$ cat src/rtl/rmw_pkg.sv
package rmw_pkg;
  localparam int unsigned OP_W = 3;

  typedef enum logic [OP_W-1:0] {
    OP_READ   = 3'b000,
    OP_WRITE  = 3'b001,
    OP_INC    = 3'b010,
    OP_DEC    = 3'b011,
    OP_TSET   = 3'b100,
    OP_PTRINC = 3'b101
  } rmw_op_e;

  typedef enum logic [1:0] {
    PH_IDLE    = 2'b00,
    PH_SENSE   = 2'b01,
    PH_RESTORE = 2'b10
  } rmw_phase_e;
endpackage

$ cat src/rtl/rmw_store.sv
module rmw_store #(
  parameter int unsigned AW = 4,
  parameter int unsigned DW = 8
) (
  input  logic          clk,
  input  logic          we,
  input  logic [AW-1:0] addr,
  input  logic [DW-1:0] wdata,
  output logic [DW-1:0] rdata
);
  localparam int unsigned DEPTH = 1 << AW;

  logic [DW-1:0] word_q [DEPTH];

  for (genvar gi = 0; gi < DEPTH; gi++) begin : g_cell
    logic          cell_en;
    logic [DW-1:0] cell_q;
    assign cell_en = we && (addr == AW'(gi));
    always_ff @(posedge clk) begin
      if (cell_en) cell_q <= wdata;
    end
    assign word_q[gi] = cell_q;
  end

  assign rdata = word_q[addr];
endmodule

$ cat src/rtl/rmw_restore_alu.sv
module rmw_restore_alu
  import rmw_pkg::*;
#(
  parameter int unsigned DW = 8
) (
  input  logic [OP_W-1:0] op,
  input  logic [DW-1:0]   old_val,
  input  logic [DW-1:0]   wdata,
  output logic [DW-1:0]   restore_val,
  output logic [DW-1:0]   resp_val,
  output logic            resp_flag
);
  localparam logic [DW-1:0] ONE  = DW'(1);
  localparam logic [DW-1:0] ONES = {DW{1'b1}};

  always_comb begin
    restore_val = old_val;
    resp_val    = old_val;
    resp_flag   = 1'b0;
    case (op)
      OP_WRITE: begin
        restore_val = wdata;
        resp_val    = wdata;
      end
      OP_INC:    restore_val = old_val + ONE;
      OP_DEC:    restore_val = old_val - ONE;
      OP_TSET: begin
        restore_val = ONES;
        resp_flag   = (old_val == ONES);
      end
      OP_PTRINC: restore_val = old_val + ONE;
      default:   restore_val = old_val;
    endcase
  end
endmodule

$ cat src/rtl/rmw_seq.sv
module rmw_seq
  import rmw_pkg::*;
#(
  parameter int unsigned AW = 4,
  parameter int unsigned DW = 8
) (
  input  logic            clk,
  input  logic            rst_n,
  input  logic            req_valid,
  output logic            req_ready,
  input  logic [OP_W-1:0] req_op,
  input  logic [AW-1:0]   req_addr,
  input  logic [DW-1:0]   req_wdata,
  input  logic [DW-1:0]   mem_rdata,
  output logic            mem_we,
  output logic [AW-1:0]   mem_addr,
  output logic [DW-1:0]   mem_wdata,
  input  logic [DW-1:0]   alu_restore,
  input  logic [DW-1:0]   alu_resp,
  input  logic            alu_flag,
  output logic [OP_W-1:0] op_q,
  output logic [DW-1:0]   old_q,
  output logic [DW-1:0]   wdata_q,
  output logic            in_restore,
  output logic            rsp_valid,
  output logic [DW-1:0]   rsp_data,
  output logic            rsp_flag
);
  rmw_phase_e    phase_q, phase_d;
  logic [AW-1:0] addr_q;
  logic          accept, cap_req, cap_old, cap_rsp;

  assign req_ready  = (phase_q == PH_IDLE);
  assign accept     = req_valid && req_ready;
  assign in_restore = (phase_q == PH_RESTORE);

  always_comb begin
    phase_d = phase_q;
    case (phase_q)
      PH_IDLE:    if (accept) phase_d = PH_SENSE;
      PH_SENSE:   phase_d = PH_RESTORE;
      PH_RESTORE: phase_d = PH_IDLE;
      default:    phase_d = PH_IDLE;
    endcase
  end

  assign cap_req = accept;
  assign cap_old = (phase_q == PH_SENSE);
  assign cap_rsp = (phase_q == PH_RESTORE);

  assign mem_addr  = addr_q;
  assign mem_we    = (phase_q == PH_SENSE) || (phase_q == PH_RESTORE);
  assign mem_wdata = (phase_q == PH_SENSE) ? '0 : alu_restore;

  always_ff @(posedge clk or negedge rst_n) begin
    if (!rst_n) begin
      phase_q   <= PH_IDLE;
      rsp_valid <= 1'b0;
    end else begin
      phase_q   <= phase_d;
      rsp_valid <= cap_rsp;
    end
  end

  always_ff @(posedge clk or negedge rst_n) begin
    if (!rst_n) begin
      op_q    <= '0;
      addr_q  <= '0;
      wdata_q <= '0;
    end else if (cap_req) begin
      op_q    <= req_op;
      addr_q  <= req_addr;
      wdata_q <= req_wdata;
    end
  end

  always_ff @(posedge clk or negedge rst_n) begin
    if (!rst_n) old_q <= '0;
    else if (cap_old) old_q <= mem_rdata;
  end

  always_ff @(posedge clk or negedge rst_n) begin
    if (!rst_n) begin
      rsp_data <= '0;
      rsp_flag <= 1'b0;
    end else if (cap_rsp) begin
      rsp_data <= alu_resp;
      rsp_flag <= alu_flag;
    end
  end

  // accepted request makes the controller busy on the next cycle
  a_r2_accept_busy: assert property (@(posedge clk) disable iff (!rst_n)
    accept |=> (!req_ready && phase_q == PH_SENSE));
  // sense is always followed by restore
  a_r2_sense_restore: assert property (@(posedge clk) disable iff (!rst_n)
    (phase_q == PH_SENSE) |=> (phase_q == PH_RESTORE && !req_ready));
  // restore ends with idle and a response strobe
  a_r2_restore_done: assert property (@(posedge clk) disable iff (!rst_n)
    (phase_q == PH_RESTORE) |=> (req_ready && rsp_valid));
  // response strobe lasts one cycle
  a_r2_rsp_single: assert property (@(posedge clk) disable iff (!rst_n)
    rsp_valid |=> !rsp_valid);
  // latched request fields stay put while busy
  a_r11_hold: assert property (@(posedge clk) disable iff (!rst_n)
    (phase_q == PH_RESTORE) |-> ($stable(addr_q) && $stable(op_q) && $stable(wdata_q)));
endmodule

$ cat src/rtl/rmw_core_ctrl.sv
module rmw_core_ctrl
  import rmw_pkg::*;
#(
  parameter int unsigned AW = 4,
  parameter int unsigned DW = 8
) (
  input  logic            clk,
  input  logic            rst_n,
  input  logic            req_valid,
  output logic            req_ready,
  input  logic [OP_W-1:0] req_op,
  input  logic [AW-1:0]   req_addr,
  input  logic [DW-1:0]   req_wdata,
  output logic            rsp_valid,
  output logic [DW-1:0]   rsp_data,
  output logic            rsp_flag
);
  logic [1:0]      rst_sync_q;
  logic            rst_int_n;
  logic            mem_we;
  logic [AW-1:0]   mem_addr;
  logic [DW-1:0]   mem_wdata, mem_rdata;
  logic [DW-1:0]   alu_restore, alu_resp;
  logic            alu_flag;
  logic [OP_W-1:0] op_q;
  logic [DW-1:0]   old_q, wdata_q;
  logic            in_restore;

  always_ff @(posedge clk or negedge rst_n) begin
    if (!rst_n) rst_sync_q <= 2'b00;
    else        rst_sync_q <= {rst_sync_q[0], 1'b1};
  end
  assign rst_int_n = rst_sync_q[1];

  rmw_store #(.AW(AW), .DW(DW)) u_store (
    .clk   (clk),
    .we    (mem_we),
    .addr  (mem_addr),
    .wdata (mem_wdata),
    .rdata (mem_rdata)
  );

  rmw_restore_alu #(.DW(DW)) u_alu (
    .op          (op_q),
    .old_val     (old_q),
    .wdata       (wdata_q),
    .restore_val (alu_restore),
    .resp_val    (alu_resp),
    .resp_flag   (alu_flag)
  );

  rmw_seq #(.AW(AW), .DW(DW)) u_seq (
    .clk         (clk),
    .rst_n       (rst_int_n),
    .req_valid   (req_valid),
    .req_ready   (req_ready),
    .req_op      (req_op),
    .req_addr    (req_addr),
    .req_wdata   (req_wdata),
    .mem_rdata   (mem_rdata),
    .mem_we      (mem_we),
    .mem_addr    (mem_addr),
    .mem_wdata   (mem_wdata),
    .alu_restore (alu_restore),
    .alu_resp    (alu_resp),
    .alu_flag    (alu_flag),
    .op_q        (op_q),
    .old_q       (old_q),
    .wdata_q     (wdata_q),
    .in_restore  (in_restore),
    .rsp_valid   (rsp_valid),
    .rsp_data    (rsp_data),
    .rsp_flag    (rsp_flag)
  );

  // during restore the sensed location reads back as cleared
  a_r1_cleared: assert property (@(posedge clk) disable iff (!rst_int_n)
    in_restore |-> (mem_rdata == '0));
  // test-and-set leaves all ones behind
  a_r6_tset_ones: assert property (@(posedge clk) disable iff (!rst_int_n)
    (in_restore && op_q == OP_TSET) |=> (mem_rdata == {DW{1'b1}}));
  // increment restores old plus one
  a_r5_inc_restore: assert property (@(posedge clk) disable iff (!rst_int_n)
    (in_restore && op_q == OP_INC) |=> (mem_rdata == $past(old_q) + DW'(1)));
  // write leaves the write data behind and returns it
  a_r4_write_restore: assert property (@(posedge clk) disable iff (!rst_int_n)
    (in_restore && op_q == OP_WRITE) |=> (mem_rdata == $past(wdata_q) && rsp_data == $past(wdata_q)));
  // plain read leaves the sensed byte unchanged
  a_r3_read_keeps: assert property (@(posedge clk) disable iff (!rst_int_n)
    (in_restore && op_q == OP_READ) |=> (mem_rdata == $past(old_q)));
endmodule

$ cat config.mk
export PLATFORM = sky130hd
export DESIGN_NAME = rmw_core_ctrl
export DESIGN_NICKNAME = d
export VERILOG_FILES = /design/src/rtl/rmw_pkg.sv /design/src/rtl/rmw_store.sv /design/src/rtl/rmw_restore_alu.sv /design/src/rtl/rmw_seq.sv /design/src/rtl/rmw_core_ctrl.sv
export SDC_FILE = /design/constraint.sdc
export NUM_CORES = 1
export LEC_CHECK = 0
export ABC_CLOCK_PERIOD_IN_PS = 1450
export BUFFER_PORTS_ARGS = -buffer_cell sky130_fd_sc_hd__clkbuf_2
export CAP_MARGIN = 20
export CORE_MARGIN = 3
export CORE_UTILIZATION = 29
export DETAILED_ROUTE_END_ITERATION = 8
export HOLD_SLACK_MARGIN = 0.12
export PLACE_DENSITY = 0.42
export SYNTH_ARGS = -nofsm -noshare
export SYNTH_HDL_FRONTEND = slang
export SYNTH_HIERARCHICAL = 1
export SYNTH_SLANG_ARGS = --single-unit
export TNS_END_PERCENT = 1
$ cat constraint.sdc
create_clock -name clk -period 1.45 [get_ports clk]
set_input_delay 0 -clock clk [delete_from_list [all_inputs] [get_ports clk]]
set_output_delay 0 -clock clk [all_outputs]
set_load 0.005 [all_outputs]
After elaboration in Yosys (flattened, before gate mapping)
Index checks and enable logic that the tools add are counted.

cells by class
  add/sub/neg operators = 2
  $lt $le $gt $ge = 1
  equality and inequality tests = 24
  mux-type cells = 9
  bitwise logic cells = 1
  reductions and logical operators = 21

operator list
  kind                   number
  $bmux W8 S4            1
  $eq A4 B4 Y1 const B   8
  $mux W8                4
  $pmux W8 S4            1
  $logic_and A1 B1 Y1    17
  $eq A4 B3 Y1 const B   4
  $add A8 B1 Y8 const B  1
  $eq A4 B2 Y1 const B   2
  $eq A8 B8 Y1 const B   1
  $sub A8 B1 Y8 const B  1
  $eq A3 B2 Y1 const B   2
  $eq A3 B3 Y1 const B   2
  $ge A5 B5 Y1 const B   1
  $not A4 Y5             1
  $eq A4 B1 Y1 const B   1
  $logic_not A4 Y1       1
  $pmux W2 S2            1
  $eq A3 B1 Y1 const B   1
  $eq A2 B1 Y1 const B   1
  $eq A2 B2 Y1 const B   1
  $logic_not A2 Y1       1
  $mux W2                1
  $ne A2 B2 Y1 const B   1
  $reduce_or A2 Y1       1
  other kinds (2)        2

word-level totals
  register bits after elaboration = 165
  input port bits = 18
  output and inout port bits = 11
  word-level logic and storage cells = 83

Logic depth before layout (Yosys ltp)
  depth after elaboration = 4
  gate-level depth with buffers = 11
  gate-level depth less buffers = 10

By module
The synthesis kept the hierarchy.

modules (own cells, without submodules)
  module           times used  cells an instance  area an instance (um2)  seq. area each (um2)
  rmw_store        1           222                4907.2                  3843.7
  rmw_seq          1           90                 1425.1                  875.8
  rmw_restore_alu  1           148                977.2                   0.0
  rmw_core_ctrl    1           3                  53.8                    50.0

Worst setup path after synthesis
No wires, ideal clock.

  path type = reg-to-reg
  from = register u_seq.op_q[0]
  to = register u_store.g_cell[0].cell_q[6], data pin
  setup time = 281 ps
  data arrival time = 2642 ps
  data required time = 1169 ps
  slack = -1474 ps
  stages on the path, launching flop included = 12
  path buffers = 1
  clock period less this slack = 2924 ps
  cells stage by stage = dfrtp_1 buf_2 and3b_1 nor2_2 xor2_1 ha_1 nand3_1 o2bb2ai_1 a221oi_1 o41a_1 nand2_1 nor2b_1

between the ends
  cells in the longest elaborated chain, start to end = 4
  elaborated cells on any way between the ends = 8
  those cells by class = eq/ne: 5; mux: 2; reduce/logical: 1

ends and longest elaborated chain
  what                                                 RTL line               RTL
  start: declaration                                   rmw_seq.sv:21          output logic [OP_W-1:0] op_q,
  start signal: assignment                             rmw_seq.sv:71          op_q <= req_op;
  $eq A3 B2 Y1 / $eq A3 B3 Y1 (equally long branches)  rmw_restore_alu.sv:20  case (op)
  $reduce_or A2 Y1 (no line)                           n/a
  $pmux W8 S4 (*)                                      rmw_restore_alu.sv:20
  via alu_restore[6]                                   rmw_core_ctrl.sv:23    logic [DW-1:0] alu_restore, alu_resp;
  $mux W8 (*)                                          rmw_seq.sv:53          assign mem_wdata = (phase_q == PH_SENSE) ? '0 : alu_restore;
  via mem_wdata[6]                                     rmw_core_ctrl.sv:22    logic [DW-1:0] mem_wdata, mem_rdata;
  end signal: assignment                               rmw_store.sv:20        if (cell_en) cell_q <= wdata;
  end: declaration                                     rmw_store.sv:17        logic [DW-1:0] cell_q;

The timed path passes the listed nets; every way through them passes the cells marked *.
A chain may end at the register's enable or synchronous reset.

Worst setup path in the final report
  from = register u_seq.op_q[0]
  to = register u_store.g_cell[0].cell_q[4], data pin

Same word-level chain as after synthesis.

==> results_tabular.tex <==
\begin{tabular}{lr}
\hline
Metric & Value \\
\hline
\multicolumn{2}{l}{\textbf{Worst setup path}} \\
Critical Path RT & 1740 ps \\
Startpoint kind of the worst setup timing path & flop \\
Reg2reg start & u\_seq/op\_q[0] \\
Type of the worst setup path & reg2reg \\
Data arrival time of the critical path & 2920 ps \\
Delay of the slowest cell on the worst path & 440 ps \\
Largest fanout on the critical path & 8 \\
Top Family by Delay on Critical Path & simple AND/OR/NAND/NOR gates \\
Slack of the worst reg-to-reg path & -1180 ps \\
Type of destination of the critical path & flop \\
Cell breakdown of the critical path & and3b\_2 > nor2\_4 > xor2\_1 > ha\_2 > nand3\_4 > a21o\_1 > a22oi\_2 > nor3\_2 > a311oi\_2 > nor2b\_4 > clkbuf\_16 \\
Buffers \& Inverters on Critical Path & 1 \\
Slowest CP cell & sky130\_fd\_sc\_hd\_\_dfrtp\_2 \\
Capturing point of the worst reg2reg path & u\_store/g\_cell[0].cell\_q[4] \\
R2R depth & 11 \\
\multicolumn{2}{l}{\textbf{Global routing}} \\
Antenna violations before repair & 0 \\
Global-route track usage on met3 & 0.0254 \\
Met2 GRT Util & 0.239 \\
Number of global-route vias before repair & 5,007 \\
Largest net degree at the start of global routing & 28 \\
First-pass GRT wire length & 29,200 µm \\
Most congested layer reported by global routing & met2 \\
GRT met1 Usage & 0.198 \\
GR Util All Layers & 0.145 \\
Global route overflow & 0 \\
\multicolumn{2}{l}{\textbf{Pwr}} \\
Power share of the sequential group & 0.303 \\
Switching Power & 9.38 mW \\
Net switching fraction of the power & 0.348 \\
Pwr dens & 2660 nW/µm² \\
Share of total power in the clock network & 0.181 \\
Part of the total power dissipated in combinational logic & 0.517 \\
Int Pwr & 17.6 mW \\
Leakage & 3.76 nW \\
Peak supply drop & 1.22 mV \\
\multicolumn{2}{l}{\textbf{Layout}} \\
Most common library cell in the layout ignoring fill and taps & sky130\_fd\_sc\_hd\_\_edfxtp\_1 \\
Share of cells above drive strength 1 & 0.496 \\
Share of the core filled with cells in the final layout & 0.412 \\
Area of the multi-input gates & 2780 µm² \\
Non-filler cells in the finished layout & 959 \\
Final net count & 649 \\
Number of filler cells placed in the layout & 2,288 \\
Commonest cells after routing, fill and taps aside & 128 x sky130\_fd\_sc\_hd\_\_edfxtp\_1, 93 x sky130\_fd\_sc\_hd\_\_buf\_4, 35 x sky130\_fd\_sc\_hd\_\_dfrtp\_1, 32 x sky130\_fd\_sc\_hd\_\_mux4\_2, 31 x sky130\_fd\_sc\_hd\_\_mux2\_2 \\
Summed area of non-filler cells in the final layout & 10,100 µm² \\
Layout overhead on the synthesized area & 37.6\% \\
Sequential cell area & 4770 µm² \\
Antenna cell count & 0 \\
\multicolumn{2}{l}{\textbf{Place}} \\
Port-buffer cells & 28 \\
Global placer's final weighted congestion & 0.835 \\
Detailed Place HPWL & 13,100 µm \\
Minimum setup slack after placement & -1440 ps \\
Post-Place Cell Area & 8870 µm² \\
Number of placed cells counting well taps & 901 \\
\multicolumn{2}{l}{\textbf{STA}} \\
Transition time at the pin with the least slew margin & 583 ps \\
Maximum clock frequency & 0.381 GHz \\
Final count of hold timing violations & 0 \\
Number of setup violations in the final report & 273 \\
Setup repair after global routing missed its margin & yes \\
Hold\_ws & 242 ps \\
Portion of the clock cycle consumed by the worst path in the final layout & 1.81 \\
Remaining max-slew budget at the tightest pin & 0.612 \\
Clock Skews & 14.6 ps \\
Final Worst Setup Slack & -1180 ps \\
Period minus WS final & 2630 ps \\
Fin. max-slew vios & 0 \\
\multicolumn{2}{l}{\textbf{Floorplanning}} \\
Core Region & 24,600 µm² \\
Initial Utilization & 0.299 \\
Die Outline Area & 27,300 µm² \\
Die Ht & 165 µm \\
Site Rows & 57 \\
Horiz. Die Dim & 165 µm \\
Boundary Pins & 29 \\
\multicolumn{2}{l}{\textbf{Drt}} \\
WL/cell & 19.5 µm \\
Drt drc & 0 \\
Mean number of vias per cell & 4.84 \\
Pre-antenna DRT Iters & 4 \\
Remaining antenna violation count after routing & 0 \\
Vias after detailed routing & 4,644 \\
Number of DRC markers in iteration 0 & 323 \\
Routed WL & 18,700 µm \\
\multicolumn{2}{l}{\textbf{Yosys}} \\
Post-synthesis instance area & 7360 µm² \\
Synthesized flop and latch total & 165 \\
Yosys warning total & 6 \\
Cells after Synth & 463 \\
Synthesized area per cell & 15.9 µm² \\
Number of synthesized flops with an enable pin & 128 \\
Net count after synthesis & 490 \\
Part of the Yosys area used for sequential elements & 0.648 \\
Number of unique standard cell types used by synthesis & 60 \\
Post-synthesis async set-or-reset flop share & 0.224 \\
Top\_reg\_cell synth & sky130\_fd\_sc\_hd\_\_edfxtp\_1 \\
\multicolumn{2}{l}{\textbf{Status}} \\
Violated checks & negative setup slack \\
Run status & finished, violations left \\
\multicolumn{2}{l}{\textbf{CTS}} \\
Number of clock sinks seen by CTS & 165 \\
Maximum root-to-sink buffer count & 2 \\
Cell at the root of the clock tree & sky130\_fd\_sc\_hd\_\_clkbuf\_16 \\
Clock tree from TritonCTS & built \\
Number of clock buffers inserted by TritonCTS & 17 \\
Total number of H-tree levels & 4 \\
Source-to-sink clock delay at the later pin of the worst-skew pair & 430 ps \\
Clock slew at the register clock pins of the worst setup and hold paths & 70 ps \\
\multicolumn{2}{l}{\textbf{Job}} \\
Max-cap violations & 0 \\
\multicolumn{2}{l}{\textbf{Hold path}} \\
Worst min-delay path class & reg2async \\
\hline
\end{tabular}
[Yosys cell counts (4+ instances only)]
cell / number / share of area
sky130_fd_sc_hd__nor3_1: 10 / 0.0068
sky130_fd_sc_hd__nand2b_1: 9 / 0.0076
sky130_fd_sc_hd__edfxtp_1: 128 / 0.52
sky130_fd_sc_hd__nor2b_1: 10 / 0.0085
sky130_fd_sc_hd__nand3_1: 7 / 0.0048
sky130_fd_sc_hd__dfrtp_1: 37 / 0.13
sky130_fd_sc_hd__nand2_1: 20 / 0.010
sky130_fd_sc_hd__ha_1: 9 / 0.015
sky130_fd_sc_hd__o211ai_1: 4 / 0.0041
sky130_fd_sc_hd__mux4_2: 32 / 0.098
sky130_fd_sc_hd__nor2_1: 27 / 0.014
sky130_fd_sc_hd__buf_2: 6 / 0.0041
sky130_fd_sc_hd__mux2_1: 8 / 0.012
sky130_fd_sc_hd__a21oi_1: 7 / 0.0048
sky130_fd_sc_hd__a22oi_1: 17 / 0.017
sky130_fd_sc_hd__clkbuf_1: 7 / 0.0036
sky130_fd_sc_hd__inv_1: 4 / 0.0020
sky130_fd_sc_hd__buf_6: 4 / 0.0061
sky130_fd_sc_hd__mux2_2: 35 / 0.054
sky130_fd_sc_hd__nor4_1: 6 / 0.0051
sky130_fd_sc_hd__buf_1: 10 / 0.0051
[layer usage]
metal  routed length [µm]  vias to the layer above
li1                     -                     2159
met1                 8690                     2392
met2                 9330                       78
met5                    0                        -
met3                  490                       15
met4                  227                        0
[metrics by stage]
stage / total power [mW] / TNS [ps]
finish: 26.9 / -148750
global placement: 20.4 / -164530
global route: 28.7 / -179710
floorplan: 14.9 / -167260
detailed placement: 20.6 / -175650
CTS: 26.8 / -145060
[final cells by class]
type                            instances  share of cell area
Sequential cell                       165               0.471
Clock inverter                          9              0.0114
Timing Repair Buffer                  168               0.147
Multi-Input combinational cell        264               0.274
Tap cell                              324              0.0400
Inverter                                6             0.00222
Clock buffer                           23              0.0536
[worst max path at each step]
stage | startpoint | endpoint | slack [ps] | cells after the start
6_report | u_seq/op_q[0] | u_store/g_cell[0].cell_q[4] | -1180 | 11
5_1_grt | u_seq/op_q[0] | u_store/g_cell[2].cell_q[4] | -1310 | 11
4_1_cts | u_seq/op_q[2] | u_store/g_cell[15].cell_q[4] | -1120 | 11
3_5_place_dp | u_seq/op_q[0] | u_store/g_cell[15].cell_q[1] | -1440 | 8
3_3_place_gp | u_seq/op_q[0] | u_store/g_cell[14].cell_q[1] | -1300 | 8
2_1_floorplan | u_seq/op_q[0] | u_store/g_cell[0].cell_q[4] | -1020 | 11
[timing repair]
| item | 4_1_cts | 5_1_grt |
|---|---|---|
| pin swaps | 16 | 11 |
| hold endpoints to repair | 19 | 0 |
| hold buffers | 18 | 0 |
| endpoints found under the setup margin | 273 | 273 |
| cloned | 0 | 1 |
| resized for setup | 56 | 17 |
| buffers inserted | 4 | 4 |
[kinds of logic after synthesis]
logic type,share of synthesized area
other,0.000509
adders and majority gates,0.0153
and+or+nand+nor,0.0787
xor gates and xnor gates,0.00595
AOI/OAI and AO/OA,0.0629
DFF,0.648
buffers and inverters,0.0226
muxes,0.166
[power groups by stage]
stage          Clock [mW]  Sequential, mW  Combinational (mW)
2_1_floorplan           0            8.14                6.74
3_3_place_gp            0            8.20                12.2
3_5_place_dp            0            8.25                12.4
4_1_cts              4.99            8.17                13.6
5_1_grt              5.23            8.28                15.2
6_report             4.87            8.16                13.9
[state kept, by name, summed over array words and instances (netlist names)]
name,cells
u_seq/old_q,8
rst_sync_q,2
u_seq/rsp_flag,1
u_seq/rsp_valid,1
u_store/g_cell.cell_q,128
u_seq/rsp_data,8
u_seq/wdata_q,8
u_seq/phase_q,2
u_seq/mem_addr,4
u_seq/op_q,3
No activity file was read; power rests on OpenSTA's default activity.
